[src/rtl/sarq_pkg.sv]
package sarq_pkg;

   // Output window of the frame, decoded from the falling-edge count.
   typedef enum logic [2:0] {
      WIN_IDLE   = 3'd0,
      WIN_SAMPLE = 3'd1,
      WIN_NULL   = 3'd2,
      WIN_MSB    = 3'd3,
      WIN_LSB    = 3'd4,
      WIN_OFF    = 3'd5
   } win_e;

   // Edge count on which the null bit is launched.
   function automatic int null_edge(input int sample_falls);
      return sample_falls;
   endfunction

   // Edge count on which bit 0 is launched in the MSB-first pass.
   function automatic int lsb_edge(input int sample_falls, input int width);
      return sample_falls + width;
   endfunction

   // Last edge count that still drives data.
   function automatic int last_edge(input int sample_falls, input int width, input bit replay);
      return replay ? (sample_falls + 2 * width - 1) : (sample_falls + width);
   endfunction

   // Edge count at which the output is released for good.
   function automatic int off_edge(input int sample_falls, input int width, input bit replay);
      return last_edge(sample_falls, width, replay) + 1;
   endfunction

endpackage

[src/rtl/sarq_sync.sv]
module sarq_sync #(
   parameter int STAGES    = 2,
   parameter bit RESET_VAL = 1'b0
) (
   input  logic clk,
   input  logic rst_n,
   input  logic d,
   output logic q
);

   generate
      if (STAGES == 0) begin : g_pass
         assign q = d;
      end else begin : g_chain
         logic [STAGES-1:0] chain;
         always_ff @(posedge clk) begin
            if (!rst_n) begin
               chain <= {STAGES{RESET_VAL}};
            end else begin
               chain <= {chain[STAGES-2:0], d};
            end
         end
         assign q = chain[STAGES-1];
      end
   endgenerate

endmodule

[src/rtl/sarq_frame_ctl.sv]
module sarq_frame_ctl #(
   parameter int WIDTH        = 12,
   parameter int SAMPLE_FALLS = 2,
   parameter bit REPLAY_LSB   = 1'b1,
   parameter int CNT_W        = 5
) (
   input  logic             clk,
   input  logic             rst_n,
   input  logic             cs_s,
   input  logic             dclk_s,
   input  logic [WIDTH-1:0] sample_in,
   output logic             active,
   output logic [CNT_W-1:0] cnt,
   output logic [WIDTH-1:0] word
);
   import sarq_pkg::*;

   localparam int OFF_AT = off_edge(SAMPLE_FALLS, WIDTH, REPLAY_LSB);
   localparam logic [CNT_W-1:0] OFF_C = CNT_W'(OFF_AT);

   logic cs_prev;
   logic dclk_prev;
   logic cs_fall;
   logic dclk_fall;
   logic cnt_run;

   // Reset treats chip select as high, so a low level afterwards is a start.
   always_ff @(posedge clk) begin
      if (!rst_n) begin
         cs_prev   <= 1'b1;
         dclk_prev <= 1'b0;
      end else begin
         cs_prev   <= cs_s;
         dclk_prev <= dclk_s;
      end
   end

   assign cs_fall   = cs_prev & ~cs_s;
   assign dclk_fall = dclk_prev & ~dclk_s;
   assign cnt_run   = active & dclk_fall & (cnt != OFF_C);

   always_ff @(posedge clk) begin
      if (!rst_n) begin
         active <= 1'b0;
         cnt    <= '0;
         word   <= '0;
      end else if (cs_s) begin
         active <= 1'b0;
         cnt    <= '0;
      end else if (cs_fall) begin
         active <= 1'b1;
         cnt    <= '0;
         word   <= sample_in;
      end else if (cnt_run) begin
         cnt    <= cnt + 1'b1;
      end
   end

endmodule

[src/rtl/sarq_bit_sel.sv]
module sarq_bit_sel #(
   parameter int WIDTH        = 12,
   parameter int SAMPLE_FALLS = 2,
   parameter bit REPLAY_LSB   = 1'b1,
   parameter int CNT_W        = 5
) (
   input  logic             clk,
   input  logic             rst_n,
   input  logic             active,
   input  logic [CNT_W-1:0] cnt,
   input  logic [WIDTH-1:0] word,
   output logic             sdo,
   output logic             sdo_oe
);
   import sarq_pkg::*;

   localparam int IDX_W   = (WIDTH > 1) ? $clog2(WIDTH) : 1;
   localparam int NULL_AT = null_edge(SAMPLE_FALLS);
   localparam int LSB_AT  = lsb_edge(SAMPLE_FALLS, WIDTH);
   localparam int LAST_AT = last_edge(SAMPLE_FALLS, WIDTH, REPLAY_LSB);
   localparam logic [CNT_W-1:0] NULL_C = CNT_W'(NULL_AT);
   localparam logic [CNT_W-1:0] LSB_C  = CNT_W'(LSB_AT);
   localparam logic [CNT_W-1:0] LAST_C = CNT_W'(LAST_AT);

   win_e             win;
   logic             in_replay;
   logic [CNT_W-1:0] down_dist;
   logic [CNT_W-1:0] up_dist;
   logic [IDX_W-1:0] msb_idx;
   logic [IDX_W-1:0] lsb_idx;
   logic             nxt_bit;
   logic             nxt_oe;

   // Replay window exists only in the variant that sends LSB-first data.
   generate
      if (REPLAY_LSB) begin : g_replay
         assign in_replay = (cnt > LSB_C) && (cnt <= LAST_C);
      end else begin : g_single
         assign in_replay = 1'b0;
      end
   endgenerate

   always_comb begin
      if (!active) begin
         win = WIN_IDLE;
      end else if (cnt < NULL_C) begin
         win = WIN_SAMPLE;
      end else if (cnt == NULL_C) begin
         win = WIN_NULL;
      end else if (cnt <= LSB_C) begin
         win = WIN_MSB;
      end else if (in_replay) begin
         win = WIN_LSB;
      end else begin
         win = WIN_OFF;
      end
   end

   // Distance to the bit-0 edge gives the MSB-first index; distance past it the replay index.
   assign down_dist = LSB_C - cnt;
   assign up_dist   = cnt - LSB_C;
   assign msb_idx   = down_dist[IDX_W-1:0];
   assign lsb_idx   = up_dist[IDX_W-1:0];

   always_comb begin
      case (win)
         WIN_MSB: nxt_bit = word[msb_idx];
         WIN_LSB: nxt_bit = word[lsb_idx];
         default: nxt_bit = 1'b0;
      endcase
      nxt_oe = (win == WIN_NULL) || (win == WIN_MSB) || (win == WIN_LSB);
   end

   always_ff @(posedge clk) begin
      if (!rst_n) begin
         sdo    <= 1'b0;
         sdo_oe <= 1'b0;
      end else begin
         sdo    <= nxt_bit;
         sdo_oe <= nxt_oe;
      end
   end

endmodule

[src/rtl/sar_serial_seq.sv]
module sar_serial_seq #(
   parameter int WIDTH        = 12,
   parameter int SAMPLE_FALLS = 2,
   parameter bit REPLAY_LSB   = 1'b1,
   parameter int SYNC_STAGES  = 2
) (
   input  logic             clk,
   input  logic             rst_n,
   input  logic             cs_n,
   input  logic             dclk,
   input  logic [WIDTH-1:0] sample_in,
   output logic             sdo,
   output logic             sdo_oe,
   output logic             analog_pd,
   output logic             digital_pd
);
   import sarq_pkg::*;

   localparam int OFF_AT = off_edge(SAMPLE_FALLS, WIDTH, REPLAY_LSB);
   localparam int CNT_W  = $clog2(OFF_AT + 1);
   localparam int LSB_AT = lsb_edge(SAMPLE_FALLS, WIDTH);
   localparam logic [CNT_W-1:0] LSB_C = CNT_W'(LSB_AT);

   generate
      if (WIDTH < 2) begin : g_bad_width
         $error("sar_serial_seq: WIDTH must be at least 2");
      end
      if (SAMPLE_FALLS < 1) begin : g_bad_window
         $error("sar_serial_seq: SAMPLE_FALLS must be at least 1");
      end
      if (SYNC_STAGES < 0 || SYNC_STAGES > 4) begin : g_bad_sync
         $error("sar_serial_seq: SYNC_STAGES must be 0 to 4");
      end
   endgenerate

   logic             cs_s;
   logic             dclk_s;
   logic             active;
   logic [CNT_W-1:0] cnt;
   logic [WIDTH-1:0] word_q;

   sarq_sync #(.STAGES(SYNC_STAGES), .RESET_VAL(1'b1)) u_cs_sync (
      .clk(clk), .rst_n(rst_n), .d(cs_n), .q(cs_s)
   );

   sarq_sync #(.STAGES(SYNC_STAGES), .RESET_VAL(1'b0)) u_dclk_sync (
      .clk(clk), .rst_n(rst_n), .d(dclk), .q(dclk_s)
   );

   sarq_frame_ctl #(
      .WIDTH(WIDTH), .SAMPLE_FALLS(SAMPLE_FALLS),
      .REPLAY_LSB(REPLAY_LSB), .CNT_W(CNT_W)
   ) u_ctl (
      .clk(clk), .rst_n(rst_n), .cs_s(cs_s), .dclk_s(dclk_s),
      .sample_in(sample_in), .active(active), .cnt(cnt), .word(word_q)
   );

   sarq_bit_sel #(
      .WIDTH(WIDTH), .SAMPLE_FALLS(SAMPLE_FALLS),
      .REPLAY_LSB(REPLAY_LSB), .CNT_W(CNT_W)
   ) u_sel (
      .clk(clk), .rst_n(rst_n), .active(active), .cnt(cnt),
      .word(word_q), .sdo(sdo), .sdo_oe(sdo_oe)
   );

   // Digital side sleeps outside a frame; analog side also sleeps once bit 0 is decided.
   assign digital_pd = ~active;
   assign analog_pd  = ~(active && (cnt < LSB_C));

endmodule

[config.mk]
export PLATFORM = sky130hd
export DESIGN_NAME = sar_serial_seq
export DESIGN_NICKNAME = d
export VERILOG_FILES = /design/src/rtl/sarq_pkg.sv /design/src/rtl/sarq_sync.sv /design/src/rtl/sarq_frame_ctl.sv /design/src/rtl/sarq_bit_sel.sv /design/src/rtl/sar_serial_seq.sv
export SDC_FILE = /design/constraint.sdc
export NUM_CORES = 1
export LEC_CHECK = 0
export BUFFER_PORTS_ARGS = -buffer_cell sky130_fd_sc_hd__buf_2
export CAP_MARGIN = 10
export CORE_ASPECT_RATIO = 0.7
export CORE_MARGIN = 1.5
export CORE_UTILIZATION = 52
export CTS_CLUSTER_SIZE = 20
export DETAILED_ROUTE_END_ITERATION = 8
export GPL_TIMING_DRIVEN = 0
export PLACE_DENSITY = 0.74
export SLEW_MARGIN = 20
export SYNTH_ARGS = -nofsm -noshare
export SYNTH_HDL_FRONTEND = slang
export SYNTH_SLANG_ARGS = --single-unit
export TNS_END_PERCENT = 1
[constraint.sdc]
create_clock -name clk -period 2.8 [get_ports clk]
set_input_delay 0 -clock clk [delete_from_list [all_inputs] [get_ports clk]]
set_output_delay 0 -clock clk [all_outputs]
set_load 0.02 [all_outputs]
==> summary by stage, run 1 <==
Global routing
The first global-routing pass estimated 4.75 mm of wire. The total congestion overflow is 0. The number of global-route vias before repair is 1,100. For this run, the total global-route usage over all layers was measured as 0.217. Entering global routing, the biggest net connects 16 pins. The number of antenna violations at the first check in global routing was 0.

STA
The worst pin sits at a relative slew slack of 0.717. At the pin with the least slew margin, the transition time is 0.425 ns. Setup violations remaining at the end of the flow were counted as 0.

Derived from the worst setup path, the maximum achievable clock frequency is 513 MHz. The aggregate negative setup slack is 0 ns. Setup repair after global routing left no endpoint under its margin. The final setup skew is 0.00276 ns. The final-report max-slew violation count came to 0.

The shortest clock period the worst path allows after layout is 1.95 ns. Setup slack on the critical path of the routed design comes to 0.851 ns. The share of the clock period used by the worst path is 0.696. The hold violation total from the final report was 0.

Critical path
The path type of the worst setup path is flop to flop. The worst register-to-register path has a depth of 5. Of all nets on the critical path, the largest fanout is 10.

The endpoint identified for the worst register-to-register timing path is u_ctl.word[2]. The worst setup path is launched from a flop. The source of the worst register-to-register timing path is u_ctl.cs_prev. The arrival time reported for the critical path endpoint is 2.23 ns. The kind of end point of the critical path is a flop. The start point of the critical path is u_ctl.cs_prev. The required time of the critical path is 3.08 ns. Across all register-to-register paths, the minimum setup slack is 0.85 ns.

Hold path
The worst hold path depth is 3. The worst-case hold path end point is u_dclk_sync.g_chain.chain[0]. In this run the most critical hold path is launched from dclk. The min-delay analysis places its worst path in the category primary input to flop.

Placed design
The HPWL after detailed placement is 1.84 mm. At the placement stage, the worst setup path has a slack of 0.936 ns. The instance area at placement is 1470 um2.

The congestion estimate from routability-driven global placement came to 0.846. The number of port buffers is 19.

Synthesis
The net count of the mapped netlist is 162. By area the synthesized netlist is led by dfxtp_1 39%, mux4_1 12%, nand2_1 9.3%, a21boi_0 6.8%, ha_1 6.6%. The most common cell in the synthesized netlist is nand2_1.

The biggest area contributor in the post-synthesis netlist is dfxtp_1. The synthesized cell area is 1330 um2. The share of synthesized area in the top cell type comes to 0.392. Synthesis inferred 26 register bits. The share of flip-flops with an asynchronous set or reset is 0. A synthesized cell averages 9.55 um2. Counting distinct cell types in the post-synthesis netlist gives 32. The yosys synthesis warning count is 0.

For this run, the register share of the synthesized area comes to 0.392. The gate count after technology mapping is 139. The commonest cells after synthesis are 33 x nand2_1, 26 x dfxtp_1, 12 x a21boi_0, 9 x nor2_1, 7 x ha_1. The most used flip-flop cell after synthesis is dfxtp_1. Counting flops with a built-in enable in the synthesized netlist gives 0.

Status
The flow ran to the end, and the final reports show no timing, DRC or antenna violations.

Detailed routing
After the first detailed-routing iteration, the DRC count stood at 67. The total via count after detailed routing is 1,160. In the routed design, unresolved DRC markers number 0. The uppermost metal layer occupied by signal nets is met4. Before antenna repair, the detailed router went through 4 iterations. The detailed-routed wire length on met2 is 1.44 mm. The number of nets with antenna violations after routing is 0. The average wire length per cell after detail routing is 13.3 um. After detailed routing, the number of vias per cell comes to 5.35. In the detailed route, the total length drawn on met3 is 122 um. In the final routing, the length of wire on met1 measures 1.29 mm. After detailed routing, the total wire length is 2.89 mm.

Clock tree
The clock drives 26 sinks. Clock-pin slew was measured on the worst setup and hold paths at 0.14 ns. Counting along the longest clock path gives a buffer depth of 2. The post-CTS setup-driven buffer insertion count is 0. The worst-skew pair later-pin latency is 0.33 ns. The TritonCTS clock tree is done. In this run the number of H-tree levels came out at 1. The number of clock buffers inserted by TritonCTS is 3. The tree is rooted in a clkbuf_4.

Cells and area
The share of cells above drive strength 1 is 0.142. From synthesis to final layout, the design area changed by 30.2%. The final layout contains 207 nets. The repair_antennas step left the layout with diodes totalling 0. The summed area of non-filler cells in the final layout is 1730 um2.

Pwr
Power comes to 0.000706 W. For this design the static power due to leakage is 0.693 nW. The maximum vdd drop is 298 uV.

Power spread over the standard cell area amounts to 408 nW/um2.

Die
The top-level I/O count is 20. The initial cell density of the core is 0.544. The floorplan has 15 rows. The y dimension of the die is 45.3 um. The chip width is 63.4 um. The area of the die is 2870 um2. The core region is 2440 um2.

Run
Across the run, the number of max-cap violations was 0.
## timing repair
action / in CTS / in global routing
endpoints found under the hold margin: 16 / 0
resized for setup: 0 / 0
hold buffers: 21 / 0
## final cells by class
cell class | instances | area [um2]
plain buffers | 5 | 33.8
clock buffers | 3 | 22.5
clock inverters | 1 | 30.0
fillers | 182 | 712
inverters | 5 | 18.8
multi-input cells | 103 | 754
flip-flops and latches | 26 | 520
well taps | 34 | 42.5
repair buffers | 40 | 305
## critical path, stage by stage, from the launching register on
cell	delay, ns
dfxtp_1	0.39
nor2b_1	0.26
clkbuf_1	0.38
nand2_1	0.09
a21boi_0	0.20
dlygate4sd3_1	0.58
## stage by stage
stage	hold WS [ns]	util	instances
floorplan	0.0730	-	139
global placement	0.179	0.601	192
finish	0.416	0.708	217
global route	0.413	0.708	217
CTS	0.393	0.708	217
detailed placement	0.187	0.601	192
## kinds of logic (layout without fill, tap and decap cells)
group | count (synthesis) | in the layout | share of synthesized area
buffers and inverters | 10 | 54 | 0.0396
adder cells (fa/ha/maj) | 7 | 7 | 0.0660
XOR/XNOR | 6 | 6 | 0.0396
AO/OA/AOI/OAI | 22 | 22 | 0.123
flip-flops | 26 | 26 | 0.392
multiplexers | 7 | 7 | 0.126
AND/OR/NAND/NOR | 61 | 61 | 0.214
## metal layers
layer,global-route usage,vias to the layer above
met4,0.0739,0
met1,0.253,546
met3,0.0474,7
li1,-,568
met5,0,-
met2,0.408,39
## cell usage in the layout (no fill, tap or decap), drive strengths merged, types with 2 or more instances in the layout
cell	n
a21boi	12
a21oi	2
and2	5
buf	21
clkbuf	6
dfxtp	26
dlygate4sd3	21
ha	7
inv	5
mux4	6
nand2	33
nand2b	4
nor2	9
nor2b	2
xnor2	4
xor2	2
## registers in the layout (all words and copies together), names as in the netlist
| name | flops |
|---|---|
| u_cs_sync.g_chain.chain | 2 |
| u_dclk_sync.g_chain.chain | 2 |
| u_ctl.dclk_prev | 1 |
| u_sel.sdo | 1 |
| u_ctl.cs_prev | 1 |
| u_ctl.cnt | 5 |
| u_ctl.active | 1 |
| u_ctl.word | 12 |
| u_sel.sdo_oe | 1 |
## how the worst max path moves through the flow
stage / depth (start not counted) / slack, ns / endpoint
after floorplan: 7 / 1.14 / u_sel.sdo
after global placement: 7 / 0.96 / u_sel.sdo
after detailed placement: 7 / 0.94 / u_sel.sdo
after CTS: 5 / 0.90 / u_ctl.word[1]
after global routing: 5 / 0.62 / u_ctl.word[2]
final: 5 / 0.85 / u_ctl.word[2]
## power breakdown
part / switching (W) / internal, W / total (W) / leakage (nW)
sequential: 0.00000670 / 0.000380 / 0.000386 / 0.211
clock: 0.000115 / 0.000145 / 0.000260 / 0.0279
combinational: 0.0000220 / 0.0000376 / 0.0000595 / 0.454
total: 0.000144 / 0.000562 / 0.000706 / 0.693
Note: power is estimated with default switching activity, not from simulation.
==> run 2, diff against run 1 <==
==> constraint.sdc (replaced) <==
create_clock -name clk -period 1.97 [get_ports clk]
set_input_delay 0 -clock clk [delete_from_list [all_inputs] [get_ports clk]]
set_output_delay 0 -clock clk [all_outputs]
set_load 0.02 [all_outputs]
==> summary by stage, run 2 (synthesized netlist as in run 1, its figures left out) <==
Cells and area
The flip-flop count of the largest register, all copies and words added is 12 (unchanged). The post-route non-filler standard cell count is 216 (-0.46%). The flip-flop and latch area is 522 um2 (+0.24%). The share of cells above drive strength 1 was 0.154 (+0.0118). The signed area change from the synthesized netlist to the final layout is 30.3% (about the same). The largest registers in the layout are u_ctl.word: 12 flops, u_ctl.cnt: 5 flops. In the layout the commonest cells are 33 x nand2_1, 25 x dfxtp_1, 21 x dlygate4sd3_1. The antenna cell count came to 0 (unchanged). The area occupied by multi-input gates is 754 um2 (unchanged). The register with the most flip-flops in the final layout is u_ctl.word. The fill cell instance count of the final layout is 184 (+1.1%). The count of nets after finishing is 206 (-0.48%).

The most common cell after layout, fill and taps aside is nand2_1.

STA
The shortest clock period the worst path allows after layout came to 1.80 ns (-0.151 ns). The remaining max-slew budget at the tightest pin is 0.694 (-0.0231). The aggregate negative setup slack is 0 ns (unchanged).

The upper clock frequency limit was 556 MHz (+8.4%). The final setup skew is 0.00169 ns (-0.00107 ns). The total setup violations reported at the end of the flow is 0 (unchanged). The share of the clock period used by the worst path is 0.913 (+0.217). The slew at the pin closest to its max-slew limit is 0.460 ns (+0.0346 ns).

The hold violation total from the final report is 0 (unchanged). The final-report max-slew violation count was 0 (unchanged). Setup repair after global routing left no endpoint under its margin.

Die
The area of the die came to 2870 um2 (unchanged). The top-level I/O count was 20 (unchanged). The y dimension of the die is 45.3 um (unchanged). The number of placement rows is 15 (unchanged). The initial cell density of the core came to 0.544 (unchanged). The chip width is 63.4 um (unchanged). The area of the placeable core was 2440 um2 (unchanged).

Pwr
The maximum vdd drop is 427 uV (+43%). The total power per unit cell area is 581 nW/um2 (+42%). The reported leakage power is 0.696 nW (+0.43%).

Global routing
The number of antenna violations at the first check in global routing is 0 (unchanged). The pin count of the biggest net entering global routing came to 16 (unchanged). The global-route usage over all layers is 0.217 (unchanged). The global-route wire length before repair is 4.75 mm (unchanged). The number of global-route vias before repair was 1,100 (unchanged). The total congestion overflow was 0 (unchanged).

Clock tree
The worst-skew pair later-pin latency is 0.32 ns (about the same). The depth of the CTS H-tree is 1 (unchanged). The clock tree root driver cell is clkbuf_4. The clock transition at the registers of the reported paths is 0.14 ns (about the same). The largest buffer count on any clock path is 2 (unchanged).

The post-CTS setup-driven buffer insertion count is 0 (unchanged). TritonCTS built the clock tree. The number of clock buffers inserted by TritonCTS is 3 (unchanged). The total number of clock tree sinks was 26 (unchanged).

Placed design
The number of port buffers is 19 (unchanged). The post-placement cell count was 192 (unchanged). The HPWL after detailed placement came to 1.84 mm (unchanged). The placer congestion estimate was 0.846 (unchanged).

Detailed routing
The detailed-route vias per instance is 5.35 (about the same). The number of optimization iterations in the first detailed-route pass came to 4 (unchanged). The aggregate routed wire length is 2.89 mm (+0.14%). The number of nets with antenna violations after routing was 0 (unchanged). The initial detailed-routing violation count is 82 (+22%). The average wire length per cell after detail routing was 13.4 um (+0.60%). The number of design rule violations left after detail routing is 0 (unchanged). The total via count after detailed routing is 1,155 (-0.43%).

Critical path
The path type of the worst setup path is flop to flop. The required time of the critical path is 2.25 ns (-0.83 ns). The highest net fanout along the worst path was 10 (unchanged). The kind of end point of the critical path is a flop. The element type at the critical path start is a flop. The arrival time reported for the critical path endpoint was 2.08 ns (-0.15 ns).

Status
The flow ran to the end, and the final reports show no timing, DRC or antenna violations.

Run
The reported max-cap violation count came to 0 (unchanged).

Hold path
The worst min-delay path class is primary input to flop.
## run 2: cell count changes in the layout (fill, tap and decap cells not counted)
cell | previous run | this run
dfxtp_1 | 26 | 25
dfxtp_2 | 0 | 1
clkbuf_4 | 3 | 4
clkbuf_1 | 3 | 1
## run 2: timing repair
item,in CTS,in global routing
hold buffers,21,0
endpoints found under the setup margin,0,4
resized for setup,0,5
hold endpoints to repair,16,0
## run 2: path summary, 6_finish.rpt
check	start	end	slack, ns	cells past startpoint
max	u_ctl.cs_prev	u_ctl.word[2]	0.17	5
min	dclk	u_dclk_sync.g_chain.chain[0]	0.42	3
max reg2reg	u_ctl.cs_prev	u_ctl.word[2]	0.17	5
min reg2reg	u_cs_sync.g_chain.chain[0]	u_cs_sync.g_chain.chain[1]	0.44	1
## run 2: final cells by class
cell class              count  area share
clock buffers               3      0.0130
inverters                   5      0.0109
plain buffers               4      0.0195
clock inverters             1      0.0174
flip-flops and latches     26       0.302
multi-input cells         103       0.436
repair buffers             40       0.177
well taps                  34      0.0246
## run 2: routing by layer
metal  part of all wire  global-route usage  wire, um
met4              0.017              0.0739        48
met5                  0                   0         0
met3              0.058              0.0474       167
met1               0.44               0.253      1270
met2               0.48               0.408      1400
## run 2: critical path, stage by stage, from the launching register on
cell           delay, ns
dfxtp_1             0.39
nor2b_1             0.27
clkbuf_4            0.26
nand2_1             0.06
a21boi_0            0.19
dlygate4sd3_1       0.58
## run 2: where the power goes
group | internal (W) | switching, W | total (W)
Clock | 0.000206 | 0.000165 | 0.000371
Sequential | 0.000540 | 0.00000954 | 0.000549
Combinational | 0.0000537 | 0.0000314 | 0.0000851
## run 2: metrics by stage
stage	util	setup WS (ns)	hold slack (ns)	power, W	instance area [um2]
detailed placement	0.601	0.106	0.187	0.000613	1470
CTS	0.708	0.0683	0.393	0.00101	1730
global route	0.709	0.0203	0.413	0.00104	1730
global placement	0.601	0.133	0.179	0.000610	1470
finish	0.709	0.172	0.417	0.00101	1730
floorplan	-	0.311	0.0730	0.000586	1330
